==> config.mk <==
export PLATFORM = sky130hd
export DESIGN_NAME = sense_intc
export DESIGN_NICKNAME = d
export VERILOG_FILES = /design/src/rtl/sense_intc_pkg.sv /design/src/rtl/sense_intc_regs.sv /design/src/rtl/sense_intc_detect.sv /design/src/rtl/sense_intc_route.sv /design/src/rtl/sense_intc.sv
export SDC_FILE = /design/constraint.sdc
export NUM_CORES = 1
export LEC_CHECK = 0
export BUFFER_PORTS_ARGS = -buffer_cell sky130_fd_sc_hd__buf_2
export CORE_ASPECT_RATIO = 1.25
export CORE_UTILIZATION = 50
export CTS_CLUSTER_SIZE = 40
export DETAILED_ROUTE_END_ITERATION = 10
export GPL_TIMING_DRIVEN = 1
export PLACE_DENSITY_LB_ADDON = 0.05
export REMOVE_ABC_BUFFERS = 1
export SYNTH_ARGS = -nofsm -noshare
export SYNTH_HDL_FRONTEND = slang
export SYNTH_SLANG_ARGS = --single-unit
==> constraint.sdc <==
create_clock -name clk -period 2.6 [get_ports clk]
set_clock_uncertainty 0.2 [all_clocks]
set_input_delay 0.13 -clock clk [delete_from_list [all_inputs] [get_ports clk]]
set_output_delay 0.13 -clock clk [all_outputs]
set_load 0.05 [all_outputs]
==> src/rtl/sense_intc_pkg.sv <==
package sense_intc_pkg;
  localparam int OFS_W = 4;
  localparam logic [OFS_W-1:0] OFS_STATUS  = 4'd0;
  localparam logic [OFS_W-1:0] OFS_ENABLE  = 4'd1;
  localparam logic [OFS_W-1:0] OFS_ROUTE   = 4'd2;
  localparam logic [OFS_W-1:0] OFS_SENSE   = 4'd3;
  localparam logic [OFS_W-1:0] OFS_DUAL    = 4'd4;
  localparam logic [OFS_W-1:0] OFS_POLAR   = 4'd5;
  localparam logic [OFS_W-1:0] OFS_SWTRIG  = 4'd6;
  localparam logic [OFS_W-1:0] OFS_ECLR    = 4'd7;
  localparam logic [OFS_W-1:0] OFS_LEGFLAG = 4'd8;
endpackage

==> src/rtl/sense_intc_regs.sv <==
module sense_intc_regs
  import sense_intc_pkg::*;
#(
  parameter int N_SRC  = 51,
  parameter int REG_W  = 64,
  parameter int ADDR_W = 6
) (
  input  logic              clk,
  input  logic              rst_n,
  input  logic              bus_valid_i,
  input  logic              bus_write_i,
  input  logic [ADDR_W-1:0] bus_addr_i,
  input  logic [REG_W-1:0]  bus_wdata_i,
  output logic [REG_W-1:0]  bus_rdata_o,
  input  logic [N_SRC-1:0]  raw_i,
  output logic [N_SRC-1:0]  en_o,
  output logic [N_SRC-1:0]  route_o,
  output logic [N_SRC-1:0]  sense_o,
  output logic [N_SRC-1:0]  dual_o,
  output logic [N_SRC-1:0]  polar_o,
  output logic [N_SRC-1:0]  trig_o,
  output logic [N_SRC-1:0]  clr_o
);
  localparam int PAD_W = REG_W - N_SRC;
  localparam int MID_W = ADDR_W - 1 - OFS_W;

  logic [N_SRC-1:0] en_q, route_q, sense_q, dual_q, polar_q, trig_q;
  logic [N_SRC-1:0] en_d, route_d, sense_d, dual_d, polar_d, trig_d;
  logic             legflag_q, legflag_d;
  logic             legacy, in_window, wr_hit;
  logic [OFS_W-1:0] ofs;
  logic [N_SRC-1:0] wbits;
  logic             unused_wbits;

  assign legacy    = bus_addr_i[ADDR_W-1];
  assign in_window = !legacy && (bus_addr_i[ADDR_W-2:OFS_W] == {MID_W{1'b0}});
  assign ofs       = bus_addr_i[OFS_W-1:0];
  assign wr_hit    = bus_valid_i && bus_write_i && in_window;
  assign wbits     = bus_wdata_i[N_SRC-1:0];
  assign unused_wbits = ^bus_wdata_i[REG_W-1:N_SRC];

  always_comb begin
    en_d      = en_q;
    route_d   = route_q;
    sense_d   = sense_q;
    dual_d    = dual_q;
    polar_d   = polar_q;
    trig_d    = trig_q;
    legflag_d = legflag_q;
    clr_o     = '0;
    if (wr_hit) begin
      unique case (ofs)
        OFS_ENABLE:  en_d    = wbits;
        OFS_ROUTE:   route_d = wbits;
        OFS_SENSE:   sense_d = wbits;
        OFS_DUAL:    dual_d  = wbits;
        OFS_POLAR:   polar_d = wbits;
        OFS_SWTRIG:  trig_d  = wbits;
        OFS_ECLR:    clr_o   = wbits;
        OFS_LEGFLAG: if (bus_wdata_i[0]) legflag_d = 1'b0;
        default: ;
      endcase
    end
    if (bus_valid_i && legacy) legflag_d = 1'b1;
  end

  always_ff @(posedge clk or negedge rst_n) begin
    if (!rst_n) begin
      en_q      <= '0;
      route_q   <= '0;
      sense_q   <= '0;
      dual_q    <= '0;
      polar_q   <= '1;
      trig_q    <= '0;
      legflag_q <= 1'b0;
    end else begin
      en_q      <= en_d;
      route_q   <= route_d;
      sense_q   <= sense_d;
      dual_q    <= dual_d;
      polar_q   <= polar_d;
      trig_q    <= trig_d;
      legflag_q <= legflag_d;
    end
  end

  always_comb begin
    bus_rdata_o = '0;
    if (in_window) begin
      unique case (ofs)
        OFS_STATUS:  bus_rdata_o = {{PAD_W{1'b0}}, raw_i};
        OFS_ENABLE:  bus_rdata_o = {{PAD_W{1'b0}}, en_q};
        OFS_ROUTE:   bus_rdata_o = {{PAD_W{1'b0}}, route_q};
        OFS_SENSE:   bus_rdata_o = {{PAD_W{1'b0}}, sense_q};
        OFS_DUAL:    bus_rdata_o = {{PAD_W{1'b0}}, dual_q};
        OFS_POLAR:   bus_rdata_o = {{PAD_W{1'b0}}, polar_q};
        OFS_SWTRIG:  bus_rdata_o = {{PAD_W{1'b0}}, trig_q};
        OFS_LEGFLAG: bus_rdata_o = {{(REG_W-1){1'b0}}, legflag_q};
        default:     bus_rdata_o = '0;
      endcase
    end
  end

  assign en_o    = en_q;
  assign route_o = route_q;
  assign sense_o = sense_q;
  assign dual_o  = dual_q;
  assign polar_o = polar_q;
  assign trig_o  = trig_q;

  p_legacy_frozen_r10: assert property (@(posedge clk) disable iff (!rst_n)
    (bus_valid_i && legacy) |=> ($stable(en_q) && $stable(route_q) && $stable(sense_q)
                                 && $stable(dual_q) && $stable(polar_q) && $stable(trig_q)));
  p_legacy_flag_r10: assert property (@(posedge clk) disable iff (!rst_n)
    (bus_valid_i && legacy) |=> legflag_q);
  p_legacy_rdzero_r10: assert property (@(posedge clk) disable iff (!rst_n)
    legacy |-> (bus_rdata_o == '0));
endmodule

==> src/rtl/sense_intc_detect.sv <==
module sense_intc_detect #(
  parameter int N_SRC = 51
) (
  input  logic             clk,
  input  logic             rst_n,
  input  logic [N_SRC-1:0] src_i,
  input  logic [N_SRC-1:0] sense_i,
  input  logic [N_SRC-1:0] dual_i,
  input  logic [N_SRC-1:0] polar_i,
  input  logic [N_SRC-1:0] clr_i,
  output logic [N_SRC-1:0] stat_o
);
  logic [N_SRC-1:0] prev_q;
  logic [N_SRC-1:0] stat_q, stat_d;

  for (genvar i = 0; i < N_SRC; i++) begin : g_src
    logic rise, fall, hit, lvl;
    assign rise = src_i[i] & ~prev_q[i];
    assign fall = ~src_i[i] & prev_q[i];
    assign hit  = dual_i[i] ? (rise | fall) : (polar_i[i] ? rise : fall);
    assign lvl  = polar_i[i] ? src_i[i] : ~src_i[i];

    always_comb begin
      if (sense_i[i]) stat_d[i] = lvl;
      else            stat_d[i] = (stat_q[i] & ~clr_i[i]) | hit;
    end

    p_edge_hold_r6: assert property (@(posedge clk) disable iff (!rst_n)
      (!sense_i[i] && stat_q[i] && !clr_i[i]) |=> stat_q[i]);
    p_level_high_r3: assert property (@(posedge clk) disable iff (!rst_n)
      (sense_i[i] && polar_i[i] && src_i[i]) |=> stat_q[i]);
    p_level_low_r3: assert property (@(posedge clk) disable iff (!rst_n)
      (sense_i[i] && !polar_i[i] && src_i[i]) |=> !stat_q[i]);
  end

  always_ff @(posedge clk or negedge rst_n) begin
    if (!rst_n) begin
      prev_q <= '0;
      stat_q <= '0;
    end else begin
      prev_q <= src_i;
      stat_q <= stat_d;
    end
  end

  assign stat_o = stat_q;
endmodule

==> src/rtl/sense_intc_route.sv <==
module sense_intc_route #(
  parameter int N_SRC = 51
) (
  input  logic             clk,
  input  logic             rst_n,
  input  logic [N_SRC-1:0] raw_i,
  input  logic [N_SRC-1:0] en_i,
  input  logic [N_SRC-1:0] route_i,
  output logic             irq_o,
  output logic             fiq_o
);
  logic [N_SRC-1:0] live;
  logic irq_q, irq_d, fiq_q, fiq_d;

  assign live = raw_i & en_i;

  always_comb begin
    irq_d = |(live & ~route_i);
    fiq_d = |(live & route_i);
  end

  always_ff @(posedge clk or negedge rst_n) begin
    if (!rst_n) begin
      irq_q <= 1'b0;
      fiq_q <= 1'b0;
    end else begin
      irq_q <= irq_d;
      fiq_q <= fiq_d;
    end
  end

  assign irq_o = irq_q;
  assign fiq_o = fiq_q;

  p_quiet_masked_r8: assert property (@(posedge clk) disable iff (!rst_n)
    ((raw_i & en_i) == '0) |=> (!irq_o && !fiq_o));
  p_fast_route_r9: assert property (@(posedge clk) disable iff (!rst_n)
    ((raw_i & en_i & route_i) != '0) |=> fiq_o);
  p_norm_route_r9: assert property (@(posedge clk) disable iff (!rst_n)
    ((raw_i & en_i & ~route_i) != '0) |=> irq_o);
endmodule

==> src/rtl/sense_intc.sv <==
module sense_intc #(
  parameter int N_SRC  = 51,
  parameter int REG_W  = 64,
  parameter int ADDR_W = 6
) (
  input  logic              clk,
  input  logic              rst_n,
  input  logic [N_SRC-1:0]  src_i,
  input  logic              bus_valid_i,
  input  logic              bus_write_i,
  input  logic [ADDR_W-1:0] bus_addr_i,
  input  logic [REG_W-1:0]  bus_wdata_i,
  output logic [REG_W-1:0]  bus_rdata_o,
  output logic              irq_o,
  output logic              fiq_o
);
  logic [N_SRC-1:0] en, route, sense, dual, polar, trig, clr, stat, raw;

  assign raw = stat | trig;

  sense_intc_regs #(.N_SRC(N_SRC), .REG_W(REG_W), .ADDR_W(ADDR_W)) u_regs (
    .clk(clk), .rst_n(rst_n),
    .bus_valid_i(bus_valid_i), .bus_write_i(bus_write_i),
    .bus_addr_i(bus_addr_i), .bus_wdata_i(bus_wdata_i), .bus_rdata_o(bus_rdata_o),
    .raw_i(raw), .en_o(en), .route_o(route), .sense_o(sense), .dual_o(dual),
    .polar_o(polar), .trig_o(trig), .clr_o(clr)
  );

  sense_intc_detect #(.N_SRC(N_SRC)) u_detect (
    .clk(clk), .rst_n(rst_n), .src_i(src_i), .sense_i(sense), .dual_i(dual),
    .polar_i(polar), .clr_i(clr), .stat_o(stat)
  );

  sense_intc_route #(.N_SRC(N_SRC)) u_route (
    .clk(clk), .rst_n(rst_n), .raw_i(raw), .en_i(en), .route_i(route),
    .irq_o(irq_o), .fiq_o(fiq_o)
  );

  p_trig_status_r7: assert property (@(posedge clk) disable iff (!rst_n)
    ((trig & ~stat) != '0) |-> (raw != stat));
endmodule

=== After elaboration in Yosys (flattened, before gate mapping) ===
Index checks and enable logic that the tools add are counted.

* Add/sub/neg operators: 0
* Multipliers: 0
* Div/mod/pow operators: 0
* Order comparisons: 0
* Equality and inequality tests: 8
* Shifts and indexed selects: 0
* Multiplexer cells: 212
* Bitwise logic cells: 414
* Reduce and logical (&&, ||, !) cells: 18

{| class="wikitable"
|+ Operators by type and width
! cell !! number
|-
| case mux 51 bit (8 select lines) || 1
|-
| 2-to-1 mux 1 bit || 208
|-
| inverter 1 bit || 154
|-
| bitwise AND 1 bit || 153
|-
| bitwise AND 51 bit || 3
|-
| 2-to-1 mux 51 bit || 2
|-
| bitwise OR 1 bit || 102
|-
| OR reduction 51 bit || 2
|-
| 2-to-1 mux 64 bit || 1
|-
| inverter 51 bit || 1
|-
| bitwise OR 51 bit || 1
|-
| equality test 4 x 3 -> 1 bit, second input constant || 4
|-
| AND reduction 2 bit || 6
|-
| equality test 4 x 2 -> 1 bit, second input constant || 2
|-
| nonzero test 2 bit || 3
|-
| equality test 4 x 1 -> 1 bit, second input constant || 1
|-
| equality test 4 bit, second input constant || 1
|-
| logical AND 1 bit || 4
|-
| logical NOT 4 bit || 1
|-
| AND reduction 3 bit || 1
|-
| logical NOT 1 bit || 1
|}

* Register bits: 411
* Latch bits: 0
* Bits in writable memories: 0
* Bits in read-only memories: 0
* Input bits: 125
* Output and inout bits: 66
* Word-level logic and storage cells: 663
* Memories kept: 0

=== Logic depth before layout (Yosys ltp) ===
Gate-level depths: netlist (run 1).

* Word-level depth: 8
* Gate-level depth with buffers: 8

=== Cells and area by module ===
From an unflattened synthesis (run 1), not the netlist that was laid out.

* Cells, all modules: 2033
* Area, all modules: 23028.3 µm²

{| class="wikitable"
|+ By module, submodules not included
! module !! times used !! cells each !! area each (µm²) !! sequential area each (µm²)
|-
| sense_intc_regs || 1 || 1126 || 15137.0 || 7746.2
|-
| sense_intc_detect || 1 || 714 || 6700.2 || 2552.4
|-
| sense_intc_route || 1 || 142 || 872.1 || 50.0
|-
| sense_intc || 1 || 51 || 319.1 || 0.0
|}

=== Worst setup path after synthesis (run 1) ===
Ideal clock, no wire load.

* Path type: input-to-output
* Start: input port bus_addr_i[3]
* End: output port bus_rdata_o[10]
* Data arrival time: 2.093 ns
* Required time: 2.270 ns
* Slack: 0.177 ns
* Cell stages on the path: 7
* Path buffers: 3
* Cell sequence: buf_4 > nor2b_2 > and3_1 > clkbuf_1 > clkbuf_1 > a22oi_1 > a31oi_1

* Cells in the longest elaborated chain, start to end: 3
* Elaborated cells between the ends (all ways): 10
* Classes of those cells: 7 x eq/ne; 2 x mux; 1 x reduce/logical

{| class="wikitable"
|+ RTL lines
! what !! RTL line !! source
|-
| start, declared || sense_intc.sv:11 || <nowiki>input logic [ADDR_W-1:0] bus_addr_i,</nowiki>
|-
| equality test 4 bit, or another cell as far along || sense_intc_regs.sv:90 || <nowiki>unique case (ofs)</nowiki>
|-
| case mux 51 bit (8 select lines) (*) || sense_intc_regs.sv:90 ||
|-
| 2-to-1 mux 64 bit (*) || sense_intc_regs.sv:89 || <nowiki>if (in_window) begin</nowiki>
|-
| end, declared || sense_intc.sv:13 || <nowiki>output logic [REG_W-1:0] bus_rdata_o,</nowiki>
|}

Every way passes the cells marked *; elsewhere a longest branch is shown, timed or not.

=== Worst setup path in the final report (run 1) ===
* Start: input port bus_addr_i[2]
* End: output port bus_rdata_o[32]

The elaborated chain is that of the path after synthesis.

==> results of run 1 <==
-- cell families after synthesis --
logic type,share of synthesized area (%)
AOI/OAI and AO/OA,17.5
buffers and inverters,4.25
other,0.0177
and+or+nand+nor,4.72
adders and majority gates,6.04
DFF,49.0
xor gates and xnor gates,2.16
muxes,16.3
-- metal layers --
layer	global-route usage, %	share of wire, %	vias to the layer above
met3	4.20	6.0	108
met2	45.3	48	507
met1	36.9	43	8016
met4	9.73	3.0	0
met5	0	0	-
li1	-	-	7329
-- per-stage QoR --
step	hold slack (ns)	utilization [%]	std cells	setup slack [ns]	total power (W)
2_1_floorplan	-0.366	-	1740	-3.07	0.00867
3_3_place_gp	-0.0940	55.7	2504	0.216	0.00948
3_5_place_dp	-0.0890	55.7	2504	0.228	0.00955
4_1_cts	0.0357	61.9	2690	0.219	0.0162
5_1_grt	0.0496	61.9	2692	0.0678	0.0168
6_report	0.0651	61.9	2692	0.183	0.0161
-- sequential cells by signal, indices dropped and copies added, names as in the netlist --
| name | flops |
|---|---|
| u_detect.prev_q | 51 |
| u_detect.stat_o | 51 |
| u_regs.dual_o | 51 |
| u_regs.en_o | 51 |
| u_regs.legflag_q | 1 |
| u_regs.polar_o | 51 |
| u_regs.route_o | 51 |
| u_regs.sense_o | 51 |
| u_regs.trig_o | 51 |
| u_route.fiq_o | 1 |
| u_route.irq_o | 1 |
-- worst max-delay path by stage --
stage | slack (ns) | endpoint
detailed placement | 0.23 | bus_rdata_o[25]
global route | 0.07 | bus_rdata_o[9]
global placement | 0.22 | bus_rdata_o[25]
floorplan | -3.07 | u_regs.sense_o[0]$_DFFE_PN0P_
finish | 0.18 | bus_rdata_o[32]
CTS | 0.22 | bus_rdata_o[25]
-- synth_stat cells, types with 3 or more instances --
cell type	n
a31oi_1	48
buf_1	10
a21o_1	44
a211oi_1	102
o22ai_1	25
nand3_1	4
a22oi_1	53
dfstp_2	51
o21ai_0	56
nor3_1	3
ha_1	102
a22o_1	3
dfrtp_1	360
a21oi_1	104
buf_2	37
clkbuf_1	34
o2111ai_1	11
nor2_1	14
nand4_1	3
a41oi_1	3
a222oi_1	51
xor2_1	52
buf_4	15
inv_1	115
nor2b_1	54
o211ai_1	38
mux2_2	252
mux2_1	54
nor4_1	3
nand2_1	109
-- worst max-delay path: stages --
cell and delay (ns):
buf_2 0.26, nor2b_2 0.30, nor3b_4 0.34, buf_12 0.26, a222oi_1 0.11, a31oi_1 0.31
buf_2 0.34
-- cell type report --
cell class,instances,area (um2),area share [%]
Antenna cell,2,5.00,0.0196
Clock buffer,64,1290,5.03
Clock inverter,16,200,0.783
Inverter,116,435,1.70
Multi-Input combinational cell,1213,9980,39.0
Sequential cell,411,10300,40.5
Tap cell,552,691,2.70
Timing Repair Buffer,318,2630,10.3
-- timing repair --
item                                   4_1_cts  5_1_grt
hold buffers                               106        0
endpoints found under the hold margin      780        0
resized for setup                            0        0
-- power by group through the flow --
stage / Combinational (W) / Sequential (W) / Clock (W)
finish: 0.00198 / 0.00762 / 0.00647
global route: 0.00219 / 0.00770 / 0.00688
CTS: 0.00200 / 0.00759 / 0.00662
detailed placement: 0.00185 / 0.00771 / 0
global placement: 0.00180 / 0.00768 / 0
floorplan: 0.00110 / 0.00757 / 0
-- cell usage in the layout, fill, tap and decap left out, types with 13 or more instances in the layout --
cell / Yosys / final
o22ai_1: 25 / 25
o21ai_0: 56 / 56
conb_1: 1 / 13
a21oi_1: 104 / 104
nor2b_1: 54 / 54
clkbuf_16: 0 / 44
xor2_1: 52 / 52
mux2_1: 54 / 54
a222oi_1: 51 / 51
a22oi_1: 53 / 53
dlygate4sd3_1: 0 / 105
o211ai_1: 38 / 38
dfstp_2: 51 / 51
a211oi_1: 102 / 102
a31oi_1: 48 / 48
buf_2: 37 / 161
ha_1: 102 / 102
buf_4: 15 / 22
mux2_2: 252 / 252
a21o_1: 44 / 44
nor2_1: 14 / 14
dfrtp_1: 360 / 360
buf_12: 0 / 28
nand2_1: 109 / 104
inv_1: 115 / 115
==> flow_summary.ini, run 1 <==
[sta]
max_freq_mhz = 414
rsz0062_at_grt = false
finalSetupViolations = 0
finalCritPeriodShare_pct = 93.0
fin_crit_ns = 2.42
fin_tns_setup_ns = 0
slew_violations = 0
final-hold-violation-count = 0
max-slew-margin-rel_pct = 50.5
tightest_slew_ns = 0.743

[setup_path]
worst_setup_path_end_kind = primary output
path_max_fanout = 29
worstSetupPathType = in2out
crit_arrival_ns = 2.09
timing.rr.start = u_detect.stat_o[48]$_DFF_PN0_
worst_r2r_path_depth = 5
required_ns = 2.27
start_kind = input port
rrSetupSlack_ns = 0.41
crit_path_start = bus_addr_i[2]
rr_endpoint = u_route.irq_o$_DFF_PN0_

[floorplan]
initial_core_util_pct = 51.1
placeableCoreArea_mm2 = 0.0413
die_w_um = 186
die_h_um = 232
die_area_mm2 = 0.0431
top_level_ports = 191
rows = 83

[logic_synthesis]
synth_edf_count = 0
async_flop_share_pct = 100
ys_seq_area_share_pct = 49.0
synthFlopType = dfrtp_1
synth_area_per_cell_um2 = 11.6
yosysWarnings = 0
yosysTopAreaCell = dfrtp_1
synth_top_cell_area_share_pct = 42.6
synth_area_mm2 = 0.0211
synthTopCellsByArea = dfrtp_1 (43%), mux2_2 (13%), dfstp_2 (6.3%)
syn-instance-count = 1824
synth_seq_cells = 411
ys_types = 44

[grt]
grt_overflow = 0
grt_max_degree = 59
grt_pass1_vias = 15800
grt_antenna_before_repair = 2
grt_pass1_wl_mm = 90.6
grt_use_total_pct = 27.6

[run_status]
status = finished clean

[detailed_routing]
drt_iter0_drc = 1244
drc = 0
wl_mm = 58.8
routed_via_density = 5.93
antenna_left = 0
via_count = 16000
drt_first_pass_iters = 6
post_drt_wl_per_cell_um = 21.8

[power_and_ir_drop]
p_sw_share_pct = 26.6
power_density_mw_per_mm2 = 628
p_clk_share_pct = 40.3
combPwrFrac_pct = 12.3
leakagePower_nw = 12.1
power_frac_seq_pct = 47.4
switchingPower_w = 0.00428
p_int_w = 0.0118
ir_drop_mv = 0.551

[clock_network]
clkTransAtPathRegs_ns = 0.07
postCtsSetupRepairBufs = 0
htreeDepth = 2
clock_sinks = 411
numCtsBuffers = 43
clockBufferDepth = 3
cts_root_buffer = clkbuf_16
cts_tree = built
insertion_delay_ns = 0.56

[finish]
fillCellCount = 3427
fin_area_mm2 = 0.0256
area_delta_synth_final_pct = 21.0
layout.nets = 2330
final_layout_size_suffix_gt1_share_pct = 28.3

[placement]
gp_congestion = 0.806
dp_hpwl_mm = 36.9
post_dp_cell_area_mm2 = 0.0230
place.port_buffers = 164

[hold_path]
hp-class = in2async

[job]
drv_cap = 0
No activity file was read; power rests on OpenSTA's default activity.
==> run 2: changes to the inputs <==
- CTS_BUF_LIST: unset -> sky130_fd_sc_hd__clkbuf_8 sky130_fd_sc_hd__clkbuf_16
==> run 2 against run 1 <==
Against the previous run: first-iteration DRC count fell by 1.6%; register-to-register slack lost 0.02 ns; final area unchanged; combinational power about the same; sequential power about the same; critical path type unchanged; largest power group unchanged.
==> flow_summary.ini, run 2 (synthesized netlist as in run 1, its figures left out) <==
[placement]
gp_congestion = 0.806
place.port_buffers = 164
post_dp_cell_area_mm2 = 0.0230
dp_hpwl_mm = 36.9

[clock_network]
clockBufferDepth = 3
insertion_delay_ns = 0.56
htreeDepth = 2
cts_root_buffer = clkbuf_16
cts_tree = built
clkTransAtPathRegs_ns = 0.06
clock_sinks = 411
ctsResizeCount = 0
numCtsBuffers = 43

[floorplan]
die_w_um = 186
rows = 83
die_h_um = 232
placeableCoreArea_mm2 = 0.0413
top_level_ports = 191
die_area_mm2 = 0.0431
initial_core_util_pct = 51.1

[hold_path]
holdPathStages = 2
hp-class = in2reg
worstHoldStart = src_i[35]
hold_end = u_detect.prev_q[35]$_DFF_PN0_

[sta]
finalCritPeriodShare_pct = 93.1
max_freq_mhz = 413
tightest_slew_ns = 0.733
slew_violations = 0
rsz0062_at_grt = false
finalSetupViolations = 0
timing.hold.ws_ns = 0.0641
fin_crit_ns = 2.42
max-slew-margin-rel_pct = 51.1
final-hold-violation-count = 0

[detailed_routing]
drt_iter0_drc = 1224
drc = 0
post_drt_wl_per_cell_um = 21.8
antenna_left = 0
via_count = 16000
routed_via_density = 5.95
drt_first_pass_iters = 7
wl_mm = 58.8

[setup_path]
crit_path_cell_trace = buf_2 > nor2b_2 > nor3b_4 > buf_12 > a222oi_1 > a31oi_1 > buf_2
worstSetupPathType = in2out
worst_r2r_path_depth = 5
required_ns = 2.27
critPathMaxStageDelay_ns = 0.34
critPathSlowestCell = nor3b_4
timing.rr.start = u_detect.stat_o[48]$_DFF_PN0_
start_kind = input port
worst_setup_path_end_kind = primary output
rrSetupSlack_ns = 0.39
cpMostUsedCell = buf_2
path_max_fanout = 29
rr_endpoint = u_route.irq_o$_DFF_PN0_
crit_arrival_ns = 2.09

[grt]
grt_pass1_wl_mm = 90.6
grt_max_degree = 59
grt_overflow = 0
grt_use_total_pct = 27.6
grt_pass1_vias = 15800
grt_antenna_before_repair = 2

[finish]
final_common_cell = dfrtp_1
layout.nets = 2330
area_delta_synth_final_pct = 21.0
fillCellCount = 3427
final_cell_mix = dfrtp_1 (360), mux2_2 (252), buf_2 (161)
final_layout_size_suffix_gt1_share_pct = 28.3
fin_area_mm2 = 0.0256

[power_and_ir_drop]
ir_drop_mv = 0.544
leakagePower_nw = 12.1
power_density_mw_per_mm2 = 626

[run_status]
status = finished clean

[job]
drv_cap = 0
==> run 2: cell count changes in the layout (fill, tap and decap cells not counted), sizes merged <==
cell / previous run / this run
clkbuf: 64 / 55
inv: 117 / 126
==> run 2: worst max path at each step <==
| stage | to | cells past startpoint | startpoint | slack [ns] |
|---|---|---|---|---|
| 6_report | bus_rdata_o[32] | 7 | bus_addr_i[2] | 0.18 |
| 5_1_grt | bus_rdata_o[9] | 7 | bus_addr_i[2] | 0.07 |
| 4_1_cts | bus_rdata_o[25] | 7 | bus_addr_i[2] | 0.22 |
| 3_5_place_dp | bus_rdata_o[25] | 7 | bus_addr_i[2] | 0.23 |
| 3_3_place_gp | bus_rdata_o[25] | 7 | bus_addr_i[2] | 0.22 |
| 2_1_floorplan | u_regs.sense_o[0]$_DFFE_PN0P_ | 3 | bus_addr_i[3] | -3.07 |
==> run 2: per-layer routing <==
layer / share of wire, % / vias up / track usage [%]
met2: 48 / 513 / 45.3
met5: 0 / - / 0
li1: - / 7341 / -
met4: 3.1 / 0 / 9.73
met1: 43 / 8054 / 36.9
met3: 6.2 / 111 / 4.20
==> run 2: critical path: cells and delay by family <==
family / cells / cell delay, ns
AND/OR/NAND/NOR: 2 / 0.64
buffers and inverters: 3 / 0.86
AO/OA/AOI/OAI: 2 / 0.41
==> run 2: cell type report <==
| cell class | instances | area, um2 | share of cell area, % |
|---|---|---|---|
| Clock buffer | 55 | 1250 | 4.90 |
| Tap cell | 552 | 691 | 2.70 |
| Timing Repair Buffer | 318 | 2630 | 10.3 |
| Antenna cell | 2 | 5.00 | 0.0196 |
| Sequential cell | 411 | 10300 | 40.5 |
| Inverter | 116 | 435 | 1.70 |
| Clock inverter | 25 | 234 | 0.915 |
| Multi-Input combinational cell | 1213 | 9980 | 39.0 |
==> run 2: where the power goes <==
part,leakage (nW),switching (W),internal (W)
clock,0.769,0.00263,0.00380
combinational,6.26,0.00105,0.000927
sequential,5.10,0.000592,0.00702
total,12.1,0.00427,0.0117
==> run 2: through the flow <==
stage | power, W | worst slack (ns) | utilization (%) | TNS [ns] | cells
6_report | 0.0160 | 0.181 | 61.9 | 0 | 2692
5_1_grt | 0.0167 | 0.0678 | 61.9 | 0 | 2692
4_1_cts | 0.0162 | 0.219 | 61.9 | 0 | 2690
2_1_floorplan | 0.00867 | -3.07 | - | -520.32 | 1740
3_3_place_gp | 0.00948 | 0.216 | 55.7 | 0 | 2504
3_5_place_dp | 0.00955 | 0.228 | 55.7 | 0 | 2504
==> run 2: timing repair <==
| action | CTS | global route |
|---|---|---|
| hold buffers | 106 | 0 |
| endpoints found under the hold margin | 780 | 0 |
| buffers inserted | 0 | 0 |
==> run 3: changes to the inputs <==
- BUFFER_PORTS_ARGS: -buffer_cell sky130_fd_sc_hd__buf_2 -> -buffer_cell sky130_fd_sc_hd__buf_4
==> run 3 against run 2 <==
Against the previous run: final area rose by 0.93%; critical path depth down 2; count of clock-buffer cells in the layout up 4; sequential power about the same; fmax rose by 5.9%; die area unchanged; worst hold slack worse by 0.0071 ns; combinational power increased by 2%; global-route usage increased by 0.19 points; clock power down 3.1%; cell count shrank 0.19%.
==> flow_summary.ini, run 3 (synthesized netlist as in run 1, its figures left out) <==
[setup_path]
worstSetupPathType = reg2out
crit_path_start = u_regs.polar_o[0]$_DFFE_PN1P_
crit_arrival_ns = 1.95
critPathMaxStageDelay_ns = 0.57
critPathSlowestCell = dfstp_2
start_kind = register
crit_path_cell_trace = nand2_1 > o21ai_0 > a222oi_1 > a41oi_1 > buf_4
required_ns = 2.27
timing.rr.start = u_regs.trig_o[3]$_DFFE_PN0P_
path_max_fanout = 5
worst_setup_path_end_kind = primary output

[clock_network]
postCtsSetupRepairBufs = 0
clock_sinks = 411
cts_root_buffer = clkbuf_16
numCtsBuffers = 44
cts_tree = built
htreeDepth = 2
insertion_delay_ns = 0.55
ctsResizeCount = 0
clkTransAtPathRegs_ns = 0.06
clockBufferDepth = 3

[grt]
met1_usage_pct = 37.2
grt_antenna_before_repair = 2
met3_usage_pct = 3.64
grt_use_total_pct = 27.8
grt_most_used_layer = met2
grt_overflow = 0
grt_pass1_wl_mm = 92.0
grt.met2_usage_pct = 46.8
grt_max_degree = 68
grt_pass1_vias = 16200

[power_and_ir_drop]
power_density_mw_per_mm2 = 615
ir_drop_mv = 0.454
leakagePower_nw = 12.2

[detailed_routing]
via_count = 16100
antenna_left = 0
routed_via_density = 5.98
wl_mm = 58.8
drc = 0
drt_first_pass_iters = 6
drt_iter0_drc = 1260
post_drt_wl_per_cell_um = 21.9

[sta]
slew_violations = 0
finalSetupViolations = 0
finalCritPeriodShare_pct = 87.9
tightest_slew_ns = 0.547
fin_tns_setup_ns = 0
final-hold-violation-count = 0
max-slew-margin-rel_pct = 63.5
fin_crit_ns = 2.28
setup_ws_ns = 0.315
rsz0062_at_grt = false
max_freq_mhz = 438

[placement]
gp_congestion = 0.819
place_ws_ns = 0.341
place.port_buffers = 164
dp_hpwl_mm = 36.2

[finish]
final_cell_mix = dfrtp_1 (360), mux2_2 (252), buf_4 (184)
final_common_cell = dfrtp_1
final_layout_size_suffix_gt1_share_pct = 27.7
fillCellCount = 3391
multi_input_area_mm2 = 0.00998
area_delta_synth_final_pct = 22.1
layout.area.seq_mm2 = 0.0103
layout.nets = 2325

[floorplan]
die_area_mm2 = 0.0431
placeableCoreArea_mm2 = 0.0413
die_w_um = 186
initial_core_util_pct = 51.1
top_level_ports = 191
die_h_um = 232
rows = 83

[hold_path]
hp-class = in2reg
worstHoldStart = src_i[7]

[job]
drv_cap = 0

[run_status]
status = finished clean
## run 3: cell count changes in the layout (fill, tap and decap cells not counted), sizes merged
cell | before | now
inv | 126 | 134
buf | 213 | 207
clkinv | 9 | 3
clkbuf | 55 | 59
bufinv | 4 | 1
clkinvlp | 2 | 0
## run 3: repair_timing
item	CTS	global route
hold endpoints to repair	778	0
endpoints found under the setup margin	0	0
hold buffers	106	0
## run 3: final timing paths
kind | cells past startpoint | to | slack, ns
worst max-delay path | 5 | bus_rdata_o[0] | 0.32
worst min-delay path | 2 | u_detect.prev_q[7]$_DFF_PN0_ | 0.06
worst max register to register | 5 | u_route.irq_o$_DFF_PN0_ | 0.37
worst min register to register | 1 | u_detect.stat_o[12]$_DFF_PN0_ | 0.29
max in group asynchronous | 3 | u_regs.polar_o[17]$_DFFE_PN1P_ | 1.64
min in group asynchronous | 2 | u_regs.polar_o[0]$_DFFE_PN1P_ | 0.10
## run 3: per-stage QoR
step	util, %	std cells	hold WS [ns]	area [um2]	power (W)
2_1_floorplan	-	1740	-0.366	20700	0.00867
3_3_place_gp	56.3	2498	-0.0636	23300	0.00952
3_5_place_dp	56.3	2498	-0.0627	23300	0.00960
4_1_cts	62.4	2685	0.0315	25800	0.0160
5_1_grt	62.4	2687	0.0437	25800	0.0166
6_report	62.4	2687	0.0570	25800	0.0159
## run 3: cell type report
cell class / instances / share of cell area (%)
Inverter: 116 / 1.69
Sequential cell: 411 / 40.1
Multi-Input combinational cell: 1213 / 38.7
Tap cell: 552 / 2.68
Clock buffer: 59 / 5.15
Antenna cell: 2 / 0.0194
Timing Repair Buffer: 312 / 11.2
Clock inverter: 22 / 0.480
## run 3: routing by layer
metal | up-vias | part of all wire [%]
met5 | - | 0
li1 | 7339 | -
met3 | 108 | 5.2
met1 | 8179 | 44
met2 | 440 | 49
met4 | 0 | 2.4
## run 3: where the power goes
group | internal, W | switching (W) | leakage, nW | total (W)
combinational | 0.000974 | 0.00105 | 6.30 | 0.00202
sequential | 0.00703 | 0.000600 | 5.10 | 0.00763
clock | 0.00366 | 0.00256 | 0.785 | 0.00622
total | 0.0117 | 0.00421 | 12.2 | 0.0159
## run 3: critical path, delay by kind of cell (launching register included)
| kind | cells | cell delay (ns) |
|---|---|---|
| DFF | 1 | 0.57 |
| AOI/OAI and AO/OA | 3 | 0.54 |
| buffers and inverters | 1 | 0.24 |
| and+or+nand+nor | 1 | 0.06 |
